$ cat config.mk
export PLATFORM = sky130hd
export DESIGN_NAME = ep_bank_ctrl
export DESIGN_NICKNAME = d
export VERILOG_FILES = /design/src/rtl/ep_bank_pkg.sv /design/src/rtl/ep_bank_ring.sv /design/src/rtl/ep_irq_mask.sv /design/src/rtl/ep_bank_ctrl.sv
export SDC_FILE = /design/constraint.sdc
export NUM_CORES = 1
export LEC_CHECK = 0
export BUFFER_PORTS_ARGS = -buffer_cell sky130_fd_sc_hd__buf_2
export CORE_ASPECT_RATIO = 0.6
export CORE_UTILIZATION = 45
export DETAILED_ROUTE_END_ITERATION = 8
export PLACE_DENSITY = 0.67
export SYNTH_ARGS = -nofsm -noshare
export SYNTH_HDL_FRONTEND = slang
export SYNTH_HIERARCHICAL = 1
export SYNTH_SLANG_ARGS = --single-unit
$ cat constraint.sdc
create_clock -name clk -period 2.7 [get_ports clk]
set_clock_uncertainty 0.05 [all_clocks]
set_input_delay 0.135 -clock clk [delete_from_list [all_inputs] [get_ports clk]]
set_output_delay 0.135 -clock clk [all_outputs]
set_load 0.02 [all_outputs]
$ cat src/rtl/ep_bank_pkg.sv
package ep_bank_pkg;

    typedef enum logic [1:0] {
        EP_CTRL = 2'd0,
        EP_ISO  = 2'd1,
        EP_BULK = 2'd2,
        EP_INTR = 2'd3
    } ep_kind_e;

    typedef struct packed {
        logic stp;
        logic rxout;
        logic txin;
        logic own;
        logic seq_err;
    } ep_flags_t;

endpackage

$ cat src/rtl/ep_bank_ring.sv
module ep_bank_ring #(
    parameter int MAX_BANKS = 3,
    localparam int PW = (MAX_BANKS > 1) ? $clog2(MAX_BANKS) : 1,
    localparam int BW = $clog2(MAX_BANKS + 1)
) (
    input  logic                 clk,
    input  logic                 rst,
    input  logic [BW-1:0]        nbanks,
    input  logic                 usb_op,
    input  logic                 usb_val,
    input  logic                 usb_adv,
    input  logic                 cpu_op,
    input  logic                 cpu_val,
    input  logic                 cpu_adv,
    output logic [MAX_BANKS-1:0] full_q,
    output logic [PW-1:0]        usb_ptr_q,
    output logic [PW-1:0]        cpu_ptr_q,
    output logic [MAX_BANKS-1:0] full_d,
    output logic [PW-1:0]        cpu_ptr_d
);

    typedef struct packed {
        logic [MAX_BANKS-1:0] full;
        logic [PW-1:0]        uptr;
        logic [PW-1:0]        cptr;
    } ring_t;

    ring_t r_d, r_q;

    function automatic logic [PW-1:0] step(input logic [PW-1:0] p, input logic [BW-1:0] n);
        if (int'(p) + 1 >= int'(n)) return '0;
        return p + 1'b1;
    endfunction

    always_comb begin
        r_d = r_q;
        for (int i = 0; i < MAX_BANKS; i++) begin
            if (usb_op && r_q.uptr == PW'(i))
                r_d.full[i] = usb_val;
            else if (cpu_op && r_q.cptr == PW'(i))
                r_d.full[i] = cpu_val;
        end
        if (usb_adv) r_d.uptr = step(r_q.uptr, nbanks);
        if (cpu_adv) r_d.cptr = step(r_q.cptr, nbanks);
    end

    always_ff @(posedge clk) begin
        if (rst) r_q <= '0;
        else     r_q <= r_d;
    end

    assign full_q    = r_q.full;
    assign usb_ptr_q = r_q.uptr;
    assign cpu_ptr_q = r_q.cptr;
    assign full_d    = r_d.full;
    assign cpu_ptr_d = r_d.cptr;

    AST_USB_PTR_RANGE: assert property (@(posedge clk) disable iff (rst)
        int'(usb_ptr_q) < int'(nbanks)) else $error("usb pointer out of range");
    AST_CPU_PTR_RANGE: assert property (@(posedge clk) disable iff (rst)
        int'(cpu_ptr_q) < int'(nbanks)) else $error("cpu pointer out of range");
    AST_NO_OVERWRITE: assert property (@(posedge clk) disable iff (rst)
        (usb_op && usb_val) |-> !full_q[usb_ptr_q]) else $error("filled a full bank");

endmodule

$ cat src/rtl/ep_irq_mask.sv
module ep_irq_mask #(
    parameter int NSRC = 3
) (
    input  logic [NSRC-1:0] flags,
    input  logic [NSRC-1:0] enables,
    output logic            irq
);

    logic [NSRC-1:0] hit;

    for (genvar g = 0; g < NSRC; g++) begin : g_src
        assign hit[g] = flags[g] & enables[g];
    end

    assign irq = |hit;

endmodule

$ cat src/rtl/ep_bank_ctrl.sv
module ep_bank_ctrl
    import ep_bank_pkg::*;
#(
    parameter int MAX_BANKS = 3,
    localparam int PW = (MAX_BANKS > 1) ? $clog2(MAX_BANKS) : 1,
    localparam int BW = $clog2(MAX_BANKS + 1)
) (
    input  logic          clk,
    input  logic          rst,
    input  logic [1:0]    cfg_type,
    input  logic          cfg_dir_in,
    input  logic [BW-1:0] cfg_banks,
    input  logic          usb_setup,
    input  logic          usb_out_stored,
    input  logic          usb_in_sent,
    input  logic          usb_underflow,
    input  logic          cpu_ack_stp,
    input  logic          cpu_ack_rxout,
    input  logic          cpu_ack_txin,
    input  logic          cpu_release,
    input  logic          en_stp,
    input  logic          en_rxout,
    input  logic          en_txin,
    output logic          st_stp,
    output logic          st_rxout,
    output logic          st_txin,
    output logic          st_own,
    output logic          st_seq_err,
    output logic [PW-1:0] usb_bank,
    output logic [PW-1:0] cpu_bank,
    output logic          usb_send_req,
    output logic          ep_irq
);

    ep_kind_e  kind;
    logic      is_ctrl, is_iso;
    logic [BW-1:0] nb_eff;

    ep_flags_t f_d, f_q;

    logic [MAX_BANKS-1:0] full_q, full_d;
    logic [PW-1:0]        uptr_q, cptr_q, cptr_d;

    // event decode
    logic usb_op, usb_val, usb_adv, cpu_op, cpu_val, cpu_adv;
    logic fill_setup, fill_out, fill, ctl_sent, ack_s, ack_r, load;
    logic accept, refuse, flag_cur_q, ack_cur;

    assign kind    = ep_kind_e'(cfg_type);
    assign is_ctrl = (kind == EP_CTRL);
    assign is_iso  = (kind == EP_ISO);

    always_comb begin
        if (is_ctrl || cfg_banks == '0)
            nb_eff = BW'(1);
        else if (int'(cfg_banks) > MAX_BANKS)
            nb_eff = BW'(MAX_BANKS);
        else
            nb_eff = cfg_banks;
    end

    always_comb begin
        fill_setup = 1'b0; fill_out = 1'b0; fill = 1'b0; ctl_sent = 1'b0;
        ack_s = 1'b0; ack_r = 1'b0; load = 1'b0;
        accept = 1'b0; refuse = 1'b0; ack_cur = 1'b0;
        usb_op = 1'b0; usb_val = 1'b0; usb_adv = 1'b0;
        cpu_op = 1'b0; cpu_val = 1'b0; cpu_adv = 1'b0;
        flag_cur_q = cfg_dir_in ? f_q.txin : f_q.rxout;
        if (is_ctrl) begin
            fill_setup = usb_setup && !full_q[0];
            fill_out   = usb_out_stored && !usb_setup && !full_q[0];
            fill       = fill_setup || fill_out;
            ctl_sent   = usb_in_sent && full_q[0] && !f_q.stp && !f_q.rxout;
            ack_s      = cpu_ack_stp && f_q.stp;
            ack_r      = cpu_ack_rxout && f_q.rxout;
            load       = cpu_ack_txin && f_q.txin && !fill;
            usb_op     = fill || ctl_sent;
            usb_val    = fill;
            cpu_op     = ack_s || ack_r || load;
            cpu_val    = load;
        end else begin
            if (cfg_dir_in) begin
                usb_op  = usb_in_sent && full_q[uptr_q];
                usb_val = 1'b0;
                ack_cur = cpu_ack_txin;
            end else begin
                usb_op  = usb_out_stored && !full_q[uptr_q];
                usb_val = 1'b1;
                ack_cur = cpu_ack_rxout;
            end
            usb_adv = usb_op;
            accept  = cpu_release && f_q.own && !flag_cur_q;
            refuse  = cpu_release && f_q.own && flag_cur_q;
            cpu_op  = accept;
            cpu_val = cfg_dir_in;
            cpu_adv = accept;
        end
    end

    ep_bank_ring #(.MAX_BANKS(MAX_BANKS)) u_ring (
        .clk       (clk),
        .rst       (rst),
        .nbanks    (nb_eff),
        .usb_op    (usb_op),
        .usb_val   (usb_val),
        .usb_adv   (usb_adv),
        .cpu_op    (cpu_op),
        .cpu_val   (cpu_val),
        .cpu_adv   (cpu_adv),
        .full_q    (full_q),
        .usb_ptr_q (uptr_q),
        .cpu_ptr_q (cptr_q),
        .full_d    (full_d),
        .cpu_ptr_d (cptr_d)
    );

    // next-state of flags
    always_comb begin
        logic own_nx, flag_nx;
        f_d     = f_q;
        own_nx  = full_d[cptr_d] ^ cfg_dir_in;
        flag_nx = flag_cur_q;
        if (is_ctrl) begin
            f_d.own = 1'b0;
            if (fill_setup)  f_d.stp = 1'b1;
            else if (ack_s)  f_d.stp = 1'b0;
            if (fill_out)    f_d.rxout = 1'b1;
            else if (ack_r)  f_d.rxout = 1'b0;
            if (fill || load)                    f_d.txin = 1'b0;
            else if (ack_s || ack_r || ctl_sent) f_d.txin = 1'b1;
        end else begin
            if (accept)                 flag_nx = own_nx;
            else if (own_nx && !f_q.own) flag_nx = 1'b1;
            else if (ack_cur)           flag_nx = 1'b0;
            f_d.own   = own_nx;
            f_d.txin  = cfg_dir_in ? flag_nx : 1'b0;
            f_d.rxout = cfg_dir_in ? 1'b0 : flag_nx;
            if (refuse) f_d.seq_err = 1'b1;
            if (is_iso && usb_underflow) f_d.stp = 1'b1;
            else if (!is_iso || cpu_ack_stp) f_d.stp = 1'b0;
        end
    end

    always_ff @(posedge clk) begin
        if (rst) begin
            f_q.stp     <= 1'b0;
            f_q.rxout   <= 1'b0;
            f_q.txin    <= is_ctrl || cfg_dir_in;
            f_q.own     <= !is_ctrl && cfg_dir_in;
            f_q.seq_err <= 1'b0;
        end else begin
            f_q <= f_d;
        end
    end

    assign st_stp     = f_q.stp;
    assign st_rxout   = f_q.rxout;
    assign st_txin    = f_q.txin;
    assign st_own     = f_q.own;
    assign st_seq_err = f_q.seq_err;
    assign usb_bank   = uptr_q;
    assign cpu_bank   = cptr_q;

    always_comb begin
        if (is_ctrl)         usb_send_req = full_q[0] && !f_q.stp && !f_q.rxout;
        else if (cfg_dir_in) usb_send_req = full_q[uptr_q];
        else                 usb_send_req = 1'b0;
    end

    ep_irq_mask #(.NSRC(3)) u_irq (
        .flags   ({f_q.txin, f_q.rxout, f_q.stp}),
        .enables ({en_txin, en_rxout, en_stp}),
        .irq     (ep_irq)
    );

    AST_SEQ_ERR_STICKY: assert property (@(posedge clk) disable iff (rst)
        st_seq_err |=> st_seq_err) else $error("sequence error lost");
    AST_REFUSED_RELEASE: assert property (@(posedge clk) disable iff (rst)
        (!is_ctrl && cpu_release && st_own && (cfg_dir_in ? st_txin : st_rxout))
        |=> (cpu_bank == $past(cpu_bank) && st_seq_err)) else $error("release not refused");
    AST_OUT_FLAG_WITH_OWN: assert property (@(posedge clk) disable iff (rst)
        (!is_ctrl && !cfg_dir_in && $rose(st_own)) |-> st_rxout) else $error("own rose without flag");
    AST_ACK_KEEPS_BANK: assert property (@(posedge clk) disable iff (rst)
        (!is_ctrl && !cpu_release && (cfg_dir_in ? !usb_in_sent : !usb_out_stored)
         && (cpu_ack_rxout || cpu_ack_txin))
        |=> (cpu_bank == $past(cpu_bank) && usb_bank == $past(usb_bank))) else $error("ack moved a bank");
    AST_CTRL_NO_OWN: assert property (@(posedge clk) disable iff (rst)
        is_ctrl |-> !st_own) else $error("own on control");
    AST_IN_NO_RXOUT: assert property (@(posedge clk) disable iff (rst)
        (!is_ctrl && cfg_dir_in) |-> !st_rxout) else $error("rxout on IN");
    AST_OUT_NO_TXIN: assert property (@(posedge clk) disable iff (rst)
        (!is_ctrl && !cfg_dir_in) |-> !st_txin) else $error("txin on OUT");
    AST_BULK_NO_UNF: assert property (@(posedge clk) disable iff (rst)
        (kind == EP_BULK || kind == EP_INTR) |-> !st_stp) else $error("stp on bulk/intr");

endmodule

==> results of run 1 <==
## power breakdown
group / internal [uW] / switching, uW
clock: 104 / 67.2
combinational: 87.4 / 116
sequential: 194 / 20.1
total: 385 / 204
## worst reg2reg max path, cell delays in order, from the launching register on
cell      delay [ns]
edfxtp_1        0.49
mux2_4          0.33
nor3_4          0.19
buf_4           0.17
o311ai_4        0.10
o21ai_0         0.35
mux2i_1         0.15
o22ai_2         0.20
nor2b_1         0.19
mux2i_1         0.23
## sequential cells by signal (all words and copies together), names as in the netlist
register and cells:
u_ring/usb_ptr_q 2, u_ring/full_q 3, st_txin 1, st_own 1
st_seq_err 1, st_stp 1, u_ring/cpu_ptr_q 2, st_rxout 1
## cells by family (layout without fill, tap and decap cells)
group | after synthesis | in the layout
AOI/OAI and AO/OA | 32 | 32
adders and majority gates | 12 | 12
buffers and inverters | 15 | 51
DFF | 12 | 12
muxes | 4 | 4
and+or+nand+nor | 58 | 58
## layout make-up
type | count | share of cell area
multi-input combinational | 106 | 0.590
sequential | 12 | 0.181
timing repair buffer | 34 | 0.134
inverter | 13 | 0.0353
clock buffer | 4 | 0.0325
tap | 30 | 0.0271
## stage by stage
stage,power [uW],utilization,instances
after floorplan,350,-,133
after global placement,409,0.589,195
after detailed placement,415,0.589,195
after CTS,588,0.609,199
after global routing,625,0.612,199
final,589,0.612,199
## path summary, 6_finish.rpt
kind / slack (ns) / depth (start not counted) / startpoint / to
worst min register to register: 0.43 / 2 / st_seq_err$_SDFFE_PP0P_ / st_seq_err$_SDFFE_PP0P_
worst max register to register: 0.16 / 9 / st_txin$_DFFE_PP_ / st_own$_DFF_P_
worst max-delay path: 0.16 / 9 / st_txin$_DFFE_PP_ / st_own$_DFF_P_
worst min-delay path: 0.05 / 2 / cfg_type[1] / st_stp$_SDFFE_PP0P_
## cells in the mapped netlist (all sizes together)
cell,number,area (um2)
a21oi,7,38.8
a221oi,4,53.8
a222oi,1,10.0
a22oi,1,7.51
a31oi,2,12.5
and2,1,6.26
and3,3,20.0
buf,2,16.3
dfxtp,11,220
edfxtp,1,30.0
fa,2,40.0
ha,10,125
inv,13,48.8
mux2,1,15.0
mux2i,3,30.0
nand2,13,48.8
nand2b,8,50.1
nand3,3,15.0
nand3b,1,7.51
nand4b,1,8.76
nor2,13,51.3
nor2b,4,32.5
nor3,5,41.3
nor3b,1,7.51
nor4b,1,15.0
o2111ai,2,17.5
o211ai,1,7.51
o21a,2,15.0
o21ai,5,25.0
o21bai,1,7.51
o22a,1,8.76
o22ai,3,25.0
o311ai,1,26.3
o32ai,1,16.3
or2,4,25.0
## metal layers
layer / vias to the layer above / wire length (um)
li1: 549 / -
met1: 484 / 1400
met2: 44 / 1180
met3: 2 / 270
met4: 0 / 8
met5: - / 0
==> flow_summary.rst, run 1 <==
.. list-table::
   :header-rows: 1

   * - Metric
     - Value
   * - Mean Syn Cell Area
     - 8.47 um2
   * - Post-detailed-placement half-perimeter wirelength
     - 2240 um
   * - Post-synthesis compound-gate area fraction
     - 0.241
   * - Clock tree from TritonCTS
     - yes
   * - Inserted Diodes
     - 0
   * - Total power divided by cell area
     - 426 nW/um2
   * - Critical path cell sequence
     - mux2_4, nor3_4, buf_4, o311ai_4, o21ai_0, mux2i_1, o22ai_2, nor2b_1, mux2i_1
   * - CTS max path bufs
     - 2
   * - RSZ-0062 raised after global routing
     - no
   * - CTS Buf Count
     - 3
   * - Die X-Extent
     - 66.6 um
   * - Share of the cycle needed by the critical path after routing
     - 0.940
   * - Worst path buffer plus inverter count
     - 1
   * - Number of fillers in the final layout
     - 204
   * - Total area of multi-input combinational cells
     - 817 um2
   * - Post-route DRC
     - 0
   * - Floorplan core area
     - 2260 um2
   * - Simple logic cell fraction of the synthesized area
     - 0.292
   * - Post-synthesis xor/xnor area fraction
     - 0
   * - Synth-to-Final Area Change
     - 22.9%
   * - Clock sink count
     - 12
   * - Number of pins exceeding their max-slew limit in the final report
     - 0
   * - Sequential share of the synthesized area
     - 0.222
   * - Leakage power summed over all cells
     - 0.000595 uW
   * - Deepest level of the CTS H-tree
     - 1
   * - Result of the run
     - completed
   * - Die extent in y
     - 40.8 um
   * - Port buffer count
     - 28
   * - Met3 usage in global routing
     - 0.0833
   * - Post-detailed-route via-to-cell ratio
     - 5.42
   * - Startpoint class of the critical path
     - flop
   * - Full die area
     - 2710 um2
   * - Placed cell area
     - 1330 um2
   * - Effective utilization at floorplan
     - 0.498
   * - Kind of capture point of the worst setup path
     - flop
   * - Met2 capacity usage during global routing
     - 0.333
   * - Worst hold slack
     - 0.0519 ns
   * - Highest net fanout along the worst path
     - 6
   * - Violation count after the first detailed-routing iteration
     - 93
   * - CTS clk-pin slew, worst paths
     - 0.06 ns
   * - Final setup vio count
     - 0
   * - Sum of overflow across all layers after global routing
     - 0
   * - Pin count of the biggest net entering global routing
     - 17
   * - Number of register bits inferred by synthesis
     - 12
   * - Most Used Layer, Global Route
     - met2
   * - Endpoint required time on the critical path
     - 2.81 ns
   * - Worst slew margin relative to its limit
     - 0.733
   * - Arrival time at the worst endpoint
     - 2.65 ns
   * - Per-cell routed wire length
     - 14.4 um
   * - Worst hold path class
     - input pin to flop
   * - Quantity of hold-fixing buffers added after cts
     - 0
   * - Clock latency on the worst-skew pair
     - 0.24 ns
   * - Commonest non-fill, non-tap cell in the layout
     - buf_2
   * - TritonRoute pass-1 iters
     - 4
   * - Pre-CTS setup slack
     - -0.0496 ns
   * - Top-Level Pins
     - 29
   * - Antenna violations before repair
     - 0
   * - Number of max-cap violations
     - 0
   * - Final-layout setup total negative slack
     - 0 ns
   * - WS Path Type
     - flop to flop
   * - Fmax
     - 394 MHz
   * - Vias in the first global route
     - 886
   * - Final Wtd Congestion
     - 0.833
   * - Fraction of final layout cells with drive strength greater than 1
     - 0.314
   * - Synth warnings
     - 6
   * - Synthesized Nets
     - 163
   * - Number of distinct library cell variants in the gate-level netlist after synthesis
     - 45
   * - Storage element area
     - 250 um2
   * - Critical-path top delay cell
     - edfxtp_1
   * - Post-synthesis share of cell area spent on full adders, half adders and majority gates
     - 0.147
   * - Synth Cell Area
     - 1130 um2
   * - Vias
     - 1079
   * - Most common cell on crit path
     - mux2i_1
   * - Tightest Pin Transition
     - 0.396 ns
   * - Max VDD drop
     - 0.282 mV
   * - Dominant combinational cell family by area after synthesis
     - simple AND/OR/NAND/NOR gates
   * - Gr usage total
     - 0.232
   * - Root Buffer
     - clkbuf_8
   * - Post CTS Setup Buffer Count
     - 0
   * - Placement Rows
     - 13
   * - Cell type group with the largest total delay on the critical path
     - multiplexers
   * - Post-detailed-routing wire length
     - 2860 um
   * - First-pass GRT wire length
     - 4340 um
   * - Delay of the slowest cell on the worst path
     - 0.49 ns
   * - Number of failing hold endpoints at the final stage
     - 0
   * - Post-synthesis cell count
     - 133
   * - Post-CTS sizing
     - 0
   * - Commonest non-fill, non-tap cells in the layout
     - buf_2, nand2_1, inv_1
   * - Final std cell area, no fill
     - 1380 um2
   * - Number of nets in the final layout
     - 200
   * - GRT met1 Usage
     - 0.330
   * - Multiplexer fraction of the synthesized cell area
     - 0.0400
   * - Min cycle time layout
     - 2.54 ns
   * - Worst setup slack after layout
     - 0.162 ns
   * - Antenna Nets Post-Route
     - 0
(Power assumes the default switching activity.)
==> run 2, diff against run 1 <==
--- a/config.mk
+++ b/config.mk
@@ -9,8 +9,7 @@
 export CORE_ASPECT_RATIO = 0.6
 export CORE_UTILIZATION = 45
 export DETAILED_ROUTE_END_ITERATION = 8
-export PLACE_DENSITY = 0.67
+export PLACE_DENSITY = 0.66
 export SYNTH_ARGS = -nofsm -noshare
 export SYNTH_HDL_FRONTEND = slang
-export SYNTH_HIERARCHICAL = 1
 export SYNTH_SLANG_ARGS = --single-unit
==> run 2 against run 1 <==
Effect of this change:
- sequential share of layout area fell by 1.3 points
- core utilization decreased by 1.6 points
- synthesized cell count is 11% higher
- power rose by 12%
- die area up 6.0%
- area after synthesis rose by 6.2%
- clock power up 4%
- cell count up 9.0%
- critical path type unchanged
- critical endpoint is now st_txin$_DFFE_PP_
- largest power group is now combinational logic
- highest routed layer unchanged
==> flow_summary.rst, run 2 <==
.. list-table::
   :header-rows: 1

   * - Metric
     - Value
   * - Commonest non-fill, non-tap cell in the layout
     - buf_2
   * - Number of max-cap violations
     - 0
   * - Sequential share of the synthesized area
     - 0.209
   * - Leading cell type by number of instances after synthesis
     - nor2_1
   * - Gr usage total
     - 0.285
   * - Worst slew margin relative to its limit
     - 0.697
   * - Cell Count, Final, Fillers Out
     - 217
   * - Antenna violations before repair
     - 0
   * - Synth Cell Area
     - 1200 um2
   * - Endpoint required time on the critical path
     - 2.75 ns
   * - Synth-to-Final Area Change
     - 24.9%
   * - Arrival time at the worst endpoint
     - 2.67 ns
   * - Placed insts
     - 213
   * - Final setup vio count
     - 0
   * - Post-synth top flop
     - dfxtp_1
   * - Worst hold path class
     - input pin to flop
   * - Highest net fanout along the worst path
     - 5
   * - Number of failing hold endpoints at the final stage
     - 0
   * - Antenna Nets Post-Route
     - 0
   * - Min cycle time layout
     - 2.62 ns
   * - Clock sink count
     - 12
   * - Vias in the first global route
     - 1196
   * - Number of pins exceeding their max-slew limit in the final report
     - 0
   * - Fraction of synthesized cell area taken by the top area cell type
     - 0.184
   * - Die extent in y
     - 41.9 um
   * - Flip-flop count of the largest register after layout
     - 3
   * - Placement Rows
     - 14
   * - Post-synth ARST share
     - 0
   * - Number of register bits inferred by synthesis
     - 12
   * - Startpoint class of the critical path
     - flop
   * - TritonRoute pass-1 iters
     - 4
   * - Root Buffer
     - clkbuf_8
   * - Effective utilization at floorplan
     - 0.478
   * - Port buffer count
     - 28
   * - Share of total power in sequential cells
     - 0.323
   * - Pre-CTS setup slack
     - 0.0317 ns
   * - Part of the power in combinational logic
     - 0.410
   * - Share of total power consumed by net switching
     - 0.379
   * - Floorplan core area
     - 2500 um2
   * - CTS max path bufs
     - 2
   * - Leakage power summed over all cells
     - 0.000668 uW
   * - Deepest level of the CTS H-tree
     - 1
   * - Post-detailed-routing wire length
     - 3640 um
   * - Leading cell types by count after synthesis
     - nor2_1, nand2_1, ha_1, dfxtp_1, inv_1
   * - Post-synth top area cell
     - dfxtp_1
   * - Number of enable flip-flop cells after synthesis
     - 1
   * - Sum of overflow across all layers after global routing
     - 0
   * - Quantity of hold-fixing buffers added after cts
     - 0
   * - Post-synthesis cell count
     - 148
   * - Switching power
     - 251 uW
   * - Max VDD drop
     - 0.229 mV
   * - Pin count of the biggest net entering global routing
     - 16
   * - Violation count after the first detailed-routing iteration
     - 136
   * - Worst hold slack
     - 0.0400 ns
   * - CTS Buf Count
     - 3
   * - Top-Level Pins
     - 29
   * - WS Path Type
     - flop to flop
   * - Per-cell routed wire length
     - 16.8 um
   * - Leading cell types by total area after synthesis
     - dfxtp_1, ha_1, nor2_1, nand2_1, a21oi_1
   * - Tightest Pin Transition
     - 0.450 ns
   * - Worst setup slack after layout
     - 0.0822 ns
   * - Post-route DRC
     - 0
   * - Synthesized Nets
     - 180
   * - Total power divided by cell area
     - 443 nW/um2
   * - CTS clk-pin slew, worst paths
     - 0.06 ns
   * - Final Wtd Congestion
     - 0.905
   * - Number of nets in the final layout
     - 218
   * - Final-layout setup total negative slack
     - 0 ns
   * - Post-detailed-placement half-perimeter wirelength
     - 2830 um
   * - Mean Syn Cell Area
     - 8.08 um2
   * - Result of the run
     - completed
   * - Clock network fraction of design power
     - 0.267
   * - Synth warnings
     - 0
   * - Clock tree from TritonCTS
     - yes
   * - First-pass GRT wire length
     - 5910 um
   * - Commonest non-fill, non-tap cells in the layout
     - buf_2, nor2_1, nand2_1
   * - Share of the cycle needed by the critical path after routing
     - 0.970
   * - Clock latency on the worst-skew pair
     - 0.24 ns
   * - Inserted Diodes
     - 0
   * - Post-detailed-route via-to-cell ratio
     - 6.10
   * - Full die area
     - 2880 um2
   * - Design internal power
     - 411 uW
   * - Fmax
     - 382 MHz
   * - Fraction of final layout cells with drive strength greater than 1
     - 0.292
   * - Number of distinct library cell variants in the gate-level netlist after synthesis
     - 47
   * - Die X-Extent
     - 68.6 um
   * - Vias
     - 1323
   * - Kind of capture point of the worst setup path
     - flop
run 2: cell families (layout without fill, tap and decap cells):
| logic type | count (synthesis) | after routing | synth area share |
|---|---|---|---|
| buffers and inverters | 15 | 52 | 0.0544 |
| muxes | 7 | 7 | 0.0617 |
| AOI/OAI and AO/OA | 41 | 41 | 0.267 |
| and+or+nand+nor | 59 | 59 | 0.249 |
| DFF | 12 | 12 | 0.209 |
| adders and majority gates | 14 | 14 | 0.159 |
run 2: worst max-delay path, cell delays in order, from the launching register on:
cell	delay [ns]
dfxtp_1	0.40
inv_1	0.12
ha_1	0.31
ha_1	0.22
nor2_1	0.10
nand2_1	0.13
o31a_1	0.31
a31o_2	0.23
o22ai_1	0.22
buf_4	0.18
mux2i_1	0.07
o21ai_1	0.14
run 2: worst paths after layout:
kind	start	to	slack [ns]	cells after the start
setup / recovery	u_ring.cpu_ptr_q[1]$_SDFF_PP0_	st_txin$_DFFE_PP_	0.08	11
hold / removal	cfg_type[1]	st_stp$_SDFFE_PP0P_	0.04	2
setup reg to reg	u_ring.cpu_ptr_q[1]$_SDFF_PP0_	st_txin$_DFFE_PP_	0.08	11
hold reg to reg	st_seq_err$_SDFFE_PP0P_	st_seq_err$_SDFFE_PP0P_	0.42	2
run 2: power groups by stage:
stage,Sequential (uW),Combinational [uW],Clock [uW]
CTS,214,259,179
global route,217,294,185
floorplan,231,150,0
finish,214,271,177
global placement,217,251,0
detailed placement,217,257,0
run 2: timing repair:
action                                 CTS  global route
setup buffers                            0             0
endpoints found under the hold margin    0             0
setup endpoints to repair                0             2
resized for setup                        0             4
run 2: area by class of cell:
cell class                 instances  area [um2]
fill                             232        1010
multi-input combinational        121         906
sequential                        12         250
timing repair buffer              38         215
clock buffer                       4        45.0
tap                               32        40.0
inverter                          10        37.5
run 2: stage by stage:
step / cell area [um2] / total power [uW] / util
after CTS: 1470 / 652 / 0.588
final: 1490 / 662 / 0.596
after global placement: 1430 / 468 / 0.570
after global routing: 1490 / 695 / 0.596
after floorplan: 1200 / 382 / -
after detailed placement: 1430 / 475 / 0.570
run 2: per-layer routing:
layer  global-route usage  up-vias  routed length (um)
li1                     -      619                   -
met1                0.425      629                1700
met2                0.384       71                1530
met3                0.102        4                 369
met4               0.0625        0                  36
met5                    0        -                   0
